$ cat src/rtl/burst_sram_pkg.sv
package burst_sram_pkg;

  typedef enum logic {
    ORD_LINEAR = 1'b0,
    ORD_XOR    = 1'b1
  } order_e;

  // Low two address bits for a given beat of the burst.
  function automatic logic [1:0] beat_offset(input logic [1:0] start,
                                             input logic [1:0] beat,
                                             input order_e     ord);
    logic [1:0] res;
    if (ord == ORD_XOR) res = start ^ beat;
    else                res = start + beat;
    return res;
  endfunction

endpackage

$ cat src/rtl/burst_sram_seq.sv
module burst_sram_seq
  import burst_sram_pkg::*;
#(
  parameter int ADDR_W = 8,
  parameter int LANES  = 2
) (
  input  logic              clk,
  input  logic              rst_n,
  input  logic              freeze,
  input  logic              advance,
  input  logic              selected,
  input  logic              write_n,
  input  logic [LANES-1:0]  lane_wr_n,
  input  logic [ADDR_W-1:0] addr,
  input  logic              order_ilv,
  output logic              ph_live,
  output logic              ph_wr,
  output logic [LANES-1:0]  ph_lane_n,
  output logic [ADDR_W-1:0] ph_addr,
  output logic              ph_ilv
);

  localparam int HI_W = ADDR_W - 2;

  logic             active_q;
  logic             wr_q;
  logic [HI_W-1:0]  base_q;
  logic [1:0]       start_q;
  logic [1:0]       beat_q;
  order_e           ord_q;
  logic             live_q;
  logic [LANES-1:0] lane_q;

  always_ff @(posedge clk or negedge rst_n) begin
    if (!rst_n) begin
      active_q <= 1'b0;
      wr_q     <= 1'b0;
      base_q   <= '0;
      start_q  <= '0;
      beat_q   <= '0;
      ord_q    <= ORD_LINEAR;
      live_q   <= 1'b0;
      lane_q   <= '1;
    end else if (!freeze) begin
      if (!advance) begin
        if (selected) begin
          active_q <= 1'b1;
          wr_q     <= ~write_n;
          base_q   <= addr[ADDR_W-1:2];
          start_q  <= addr[1:0];
          beat_q   <= 2'd0;
          ord_q    <= order_e'(order_ilv);
          live_q   <= 1'b1;
          lane_q   <= lane_wr_n;
        end else begin
          active_q <= 1'b0;
          live_q   <= 1'b0;
        end
      end else if (active_q) begin
        beat_q <= beat_q + 2'd1;
        live_q <= 1'b1;
        lane_q <= lane_wr_n;
      end else begin
        live_q <= 1'b0;
      end
    end
  end

  assign ph_live   = live_q;
  assign ph_wr     = wr_q;
  assign ph_lane_n = lane_q;
  assign ph_ilv    = (ord_q == ORD_XOR);
  assign ph_addr   = {base_q, beat_offset(start_q, beat_q, ord_q)};

endmodule

$ cat src/rtl/burst_sram_array.sv
module burst_sram_array #(
  parameter int ADDR_W = 8,
  parameter int LANES  = 2,
  parameter int LANE_W = 9
) (
  input  logic                    clk,
  input  logic                    freeze,
  input  logic                    commit,
  input  logic [LANES-1:0]        lane_wr_n,
  input  logic [ADDR_W-1:0]       addr,
  input  logic [LANES*LANE_W-1:0] din,
  output logic [LANES*LANE_W-1:0] dout
);

  localparam int DEPTH = 1 << ADDR_W;

  for (genvar g = 0; g < LANES; g++) begin : g_lane
    logic [LANE_W-1:0] mem [DEPTH];

    always_ff @(posedge clk) begin
      if (!freeze && commit && !lane_wr_n[g])
        mem[addr] <= din[g*LANE_W +: LANE_W];
    end

    assign dout[g*LANE_W +: LANE_W] = mem[addr];
  end

endmodule

$ cat src/rtl/burst_sram_drive.sv
module burst_sram_drive (
  input  logic ph_live,
  input  logic ph_wr,
  input  logic out_en_n,
  output logic dout_en
);

  // Drive only in a live read phase with output enable low.
  assign dout_en = ph_live & ~ph_wr & ~out_en_n;

endmodule

$ cat src/rtl/burst_sram.sv
module burst_sram
  import burst_sram_pkg::*;
#(
  parameter int ADDR_W = 8,
  parameter int LANES  = 2,
  parameter int LANE_W = 9
) (
  input  logic                    clk,
  input  logic                    rst_n,
  input  logic                    freeze,
  input  logic                    advance,
  input  logic                    sel_a_n,
  input  logic                    sel_b,
  input  logic                    sel_c_n,
  input  logic                    write_n,
  input  logic [LANES-1:0]        lane_wr_n,
  input  logic [ADDR_W-1:0]       addr,
  input  logic                    order_ilv,
  input  logic                    out_en_n,
  input  logic [LANES*LANE_W-1:0] din,
  output logic [LANES*LANE_W-1:0] dout,
  output logic                    dout_en
);

  logic              selected;
  logic              ph_live;
  logic              ph_wr;
  logic              ph_ilv;
  logic [LANES-1:0]  ph_lane_n;
  logic [ADDR_W-1:0] ph_addr;

  assign selected = ~sel_a_n & sel_b & ~sel_c_n;

  burst_sram_seq #(.ADDR_W(ADDR_W), .LANES(LANES)) u_seq (
    .clk       (clk),
    .rst_n     (rst_n),
    .freeze    (freeze),
    .advance   (advance),
    .selected  (selected),
    .write_n   (write_n),
    .lane_wr_n (lane_wr_n),
    .addr      (addr),
    .order_ilv (order_ilv),
    .ph_live   (ph_live),
    .ph_wr     (ph_wr),
    .ph_lane_n (ph_lane_n),
    .ph_addr   (ph_addr),
    .ph_ilv    (ph_ilv)
  );

  burst_sram_array #(.ADDR_W(ADDR_W), .LANES(LANES), .LANE_W(LANE_W)) u_array (
    .clk       (clk),
    .freeze    (freeze),
    .commit    (ph_live & ph_wr),
    .lane_wr_n (ph_lane_n),
    .addr      (ph_addr),
    .din       (din),
    .dout      (dout)
  );

  burst_sram_drive u_drive (
    .ph_live  (ph_live),
    .ph_wr    (ph_wr),
    .out_en_n (out_en_n),
    .dout_en  (dout_en)
  );

endmodule

$ cat config.mk
export PLATFORM = sky130hd
export DESIGN_NAME = burst_sram
export DESIGN_NICKNAME = d
export VERILOG_FILES = /design/src/rtl/burst_sram_pkg.sv /design/src/rtl/burst_sram_seq.sv /design/src/rtl/burst_sram_array.sv /design/src/rtl/burst_sram_drive.sv /design/src/rtl/burst_sram.sv
export SDC_FILE = /design/constraint.sdc
export NUM_CORES = 2
export LEC_CHECK = 0
export BUFFER_PORTS_ARGS = -buffer_cell sky130_fd_sc_hd__buf_4
export CORE_MARGIN = 8
export CORE_UTILIZATION = 40
export CTS_CLUSTER_DIAMETER = 60
export DETAILED_ROUTE_END_ITERATION = 7
export SKIP_LAST_GASP = 1
export SLEW_MARGIN = 20
export SYNTH_ARGS = -nofsm -noshare
export SYNTH_HDL_FRONTEND = slang
export SYNTH_MEMORY_MAX_BITS = 65536
export SYNTH_SLANG_ARGS = --single-unit
$ cat constraint.sdc
create_clock -name clk -period 6.8 [get_ports clk]
set_clock_uncertainty 0.2 [all_clocks]
set_input_delay 0.68 -clock clk [delete_from_list [all_inputs] [get_ports clk]]
set_output_delay 0.68 -clock clk [all_outputs]
set_load 0.02 [all_outputs]
==> impl_summary.txt <==
----------------------------------------------------
[Worst setup path]
  Critical path capture point ... dout[5]
  Most frequent cell on the critical path ... buf_12
  Delay of the slowest cell on the worst path ... 0.73 ns
  Delay-heaviest family, CP ... compound AO/OA/AOI/OAI gates
  Critical register-to-register path endpoint ... u_array.g_lane[1].mem[101][4]$_DFFE_PP_
  Required time at the endpoint of the critical path ... 5.92 ns
  Number of buffers and inverters on the critical path ... 5
  FF-to-FF Start ... u_seq.base_q[2]$_DFFE_PN0P_
  CP max stage cell ... a221oi_4
  Critical path startpoint ... u_seq.beat_q[1]$_DFFE_PN0P_
  Reg2reg path depth ... 7
  Setup slack of the worst register-to-register path ... 1.75 ns
  Category of the worst setup path launch point ... flop
  Crit Path Max Fanout ... 82
  Type of the setup path with the least slack ... flop to output port
  Depth of the critical timing path with buffers and inverters included ... 13
  Worst Setup End Kind ... output port
  Cell-by-cell listing of the critical path ... xnor2_4 > xnor2_4 > buf_12 > buf_12 > buf_12 > mux2i_1 > mux2i_1 > o22ai_1 > or4_1 > o41a_1 > a221oi_4 > buf_4 > buf_4
  Worst EP arrival ... 5.94 ns

[Timing]
  Fin Hold WS ... 0.000411 ns
  Setup slack of the critical path after layout ... -0.0208 ns
  Slew of the pin with the lowest slew margin ... 1.27 ns
  Highest Clock Rate ... 147 MHz
  Unrepaired setup endpoints after global routing ... yes
  Hold Vio Cnt, Final ... 0
  Max Slew Vio Count ... 0
  Relative slew slack ... 15.4%
  Post-layout minimum cycle time ... 6.82 ns
  Setup-violating endpoint count in the final report ... 1
  Final period utilization ... 100%

[Logic synthesis]
  Number of enable-type register cells in the synthesized netlist ... 4,608
  Most frequent cells after synthesis ... edfxtp_1 (4,608), nand2_1 (2,053), mux2i_1 (801)
  Summed instance area of the synthesized netlist ... 0.184 mm2
  Post-synth top area share ... 75.2%
  Biggest area contributors in the synthesized netlist ... edfxtp_1 (75%), mux2i_1 (4.4%), nand2_1 (4.2%)
  Cell taking the most area after synthesis ... edfxtp_1
  Synthesized netlist net count ... 12,011
  Count of warnings emitted by yosys ... 0
  Per-instance average area after synthesis ... between 15 and 20 um2
  Distinct cell type count after synthesis ... 58
  Fraction of synthesis flops using an asynchronous set or reset pin ... 0.346%
  Number of synthesized register bits ... approximately 4,600
  Top flip-flop cell by instance count after synthesis ... edfxtp_1
  Register area share after synthesis ... about three quarters
  Gate count after technology mapping ... 11,972
  Most common cell in the netlist ... edfxtp_1

[Floorplan]
  Die outline height ... 694 um
  Die Area ... 0.482 mm2
  Ports placed on the boundary ... 57
  Chip width ... 694 um
  Starting density of the core ... 40.1%
  Placement row count ... approximately 250
  Area of the core ... 0.459 mm2

[GRT]
  First-pass GRT wire length ... 745 mm
  Number of antenna violations at the first check in global routing ... 34
  Via count of the first global-routing pass ... 102,858
  Grt total ovfl ... 0
  Pin count of the biggest net entering global routing ... 190
  Combined global-route utilization of all metal layers ... 20.8%

[Route]
  Detail-routed via count per cell ... 5.81
  Post-detailed-routing wire length ... 524 mm
  Pre-antenna DRT Iters ... 8
  Residual DRC count ... 2
  DR WL/cell ... between 20 and 30 um
  Number of design-rule violations left by the first detailed-router iteration ... 13,769
  Number of vias after detailed routing ... 108,101
  Final antenna-violating net count ... 0

[Min path]
  Worst min-delay path class ... primary input to flop

[Layout]
  Fraction of layout cells with a size suffix above 1 ... 11.5%
  Finished Cell Area ... 0.208 mm2
  Area added between synthesis and finish ... 13.0%
  Post-layout nets ... approximately 12,000

[Run status]
  Violated checks ... design-rule violations, negative setup slack
  Outcome ... finished, violations left

[Clock network]
  Count of clock tree sinks ... 4,624
  Clock latency of the later-clocked register in the worst-skew pair ... 1.00 ns
  Root Buffer ... clkbuf_16
  Clk buf depth ... 4
  Num CTS Buffers ... 463
  H-tree depth reported by CTS ... 5
  CTS clock-pin slew for the worst setup and hold paths ... 0.06 ns
  TritonCTS clock tree ... yes

[Power and ir drop]
  IR Drop Worst-Case VDD ... between 0.3 and 0.4 mV
  Power density over the cells ... 384 mW/mm2
  Leakage ... approximately 68 nW

[Job]
  Max cap viols ... 0

[Placed design]
  Gpl congestion ... roughly 0.83
  Number of port buffers ... 56
  Post-DP HPWL ... 306 mm
  Area after detailed placement ... 0.193 mm2

----------------------------------------------------
## how the worst min path moves through the flow
| stage | from | end | slack (ns) | depth (start not counted) |
|---|---|---|---|---|
| 3_5_place_dp | u_seq.ph_live$_DFFE_PN0N_ | u_seq.ph_live$_DFFE_PN0N_ | 0.29 | 1 |
| 5_1_grt | din[13] | u_array.g_lane[1].mem[180][4]$_DFFE_PP_ | 0.01 | 1 |
| 2_1_floorplan | rst_n | u_seq.active_q$_DFFE_PN0P_ | 0.18 | 0 |
| 4_1_cts | din[13] | u_array.g_lane[1].mem[180][4]$_DFFE_PP_ | 0.02 | 1 |
| 3_3_place_gp | u_seq.ph_live$_DFFE_PN0N_ | u_seq.ph_live$_DFFE_PN0N_ | 0.28 | 1 |
| 6_report | din[13] | u_array.g_lane[1].mem[180][4]$_DFFE_PP_ | 0.0004 | 1 |
## cell usage in the layout (no fill, tap or decap), types with 20 or more instances in the layout
cell | netlist | final
o211ai_1 | 35 | 35
nor4_1 | 61 | 61
mux2_2 | 29 | 29
a211oi_1 | 49 | 49
or4_1 | 35 | 35
a22o_1 | 48 | 48
a2111oi_0 | 71 | 67
dlygate4sd3_1 | 0 | 32
clkinv_2 | 0 | 80
nand4_1 | 131 | 131
o221ai_1 | 141 | 141
o21ai_0 | 123 | 123
nand2_1 | 2053 | 2039
buf_4 | 67 | 345
and3_1 | 98 | 98
clkinv_1 | 0 | 112
buf_12 | 0 | 76
nor2_1 | 630 | 608
a32oi_1 | 73 | 73
a41oi_1 | 20 | 20
clkbuf_16 | 0 | 471
a22oi_1 | 56 | 56
mux4_2 | 243 | 243
edfxtp_1 | 4608 | 4608
a21oi_1 | 279 | 279
a31oi_1 | 157 | 157
nand3_1 | 654 | 647
a221oi_1 | 101 | 100
a311oi_1 | 52 | 52
o22ai_1 | 147 | 147
nor3_1 | 216 | 214
clkbuf_1 | 503 | 93
bufinv_16 | 0 | 44
mux2i_1 | 801 | 801
## cell families (layout without fill, tap and decap cells)
logic type | count (synthesis) | count (layout) | synth area share, %
adders and majority gates | 1 | 1 | 0.00680
AOI/OAI and AO/OA | 1456 | 1456 | 5.65
and+or+nand+nor | 3965 | 3965 | 9.30
xor gates and xnor gates | 4 | 4 | 0.0496
muxes | 1073 | 1073 | 7.51
buffers and inverters | 849 | 1316 | 2.05
DFF | 4624 | 4624 | 75.4
other | 0 | 8 | 0
## where the power goes
group / switching [mW] / internal, mW / total (mW) / leakage [nW]
Clock: 10.8 / 14.3 / 25.1 / 7.19
Sequential: 0.0751 / 31.4 / 31.5 / 41.6
Combinational: 15.6 / 7.60 / 23.2 / 19.1
Total: 26.5 / 53.3 / 79.8 / 67.9
## sequential cells by signal, summed over array words and instances (netlist names)
register,flops
u_seq.ph_lane_n,2
u_seq.active_q,1
u_seq.ph_live,1
u_seq.base_q,6
u_seq.start_q,2
u_seq.beat_q,2
u_seq.ph_ilv,1
u_seq.ph_wr,1
u_array.g_lane.mem,4608
## per-layer routing
layer | vias to the layer above | global-route usage [%] | part of all wire (%)
li1 | 46763 | - | -
met1 | 55391 | 29.7 | 41
met2 | 5120 | 32.9 | 46
met3 | 815 | 3.62 | 9.1
met4 | 12 | 6.13 | 3.2
met5 | - | 0 | 0.016
## what timing repair did
action                                  4_1_cts  5_1_grt
cloned                                        0        1
endpoints found under the setup margin        7        4
resized for setup                             4        3
pin swaps                                     2        0
hold buffers                                 32        0
setup buffers                                 8        0
endpoints found under the hold margin       536        0
## stage by stage
stage          power (mW)  util (%)  instances  setup WS (ns)  TNS [ns]
2_1_floorplan        46.1         -      11972           2.61         0
3_3_place_gp         54.8      42.0      17711          0.492         0
3_5_place_dp         54.9      42.0      17711          0.527         0
4_1_cts              79.8      45.3      18587        -0.0622    -0.101
5_1_grt              82.2      45.3      18590         -0.121    -0.121
6_report             79.8      45.3      18596        -0.0208   -0.0208
## cell type report
class                           instances  area, um2
Antenna cell                            8       20.0
Clock buffer                          566      12200
Fill cell                           39650     251000
Tap cell                             6149       7690
Clock inverter                        270       2540
Timing Repair Buffer                  474       4770
Sequential cell                      4624     139000
Multi-Input combinational cell       6499      41900
Inverter                                6       30.0
No activity file was read; power rests on OpenSTA's default activity.
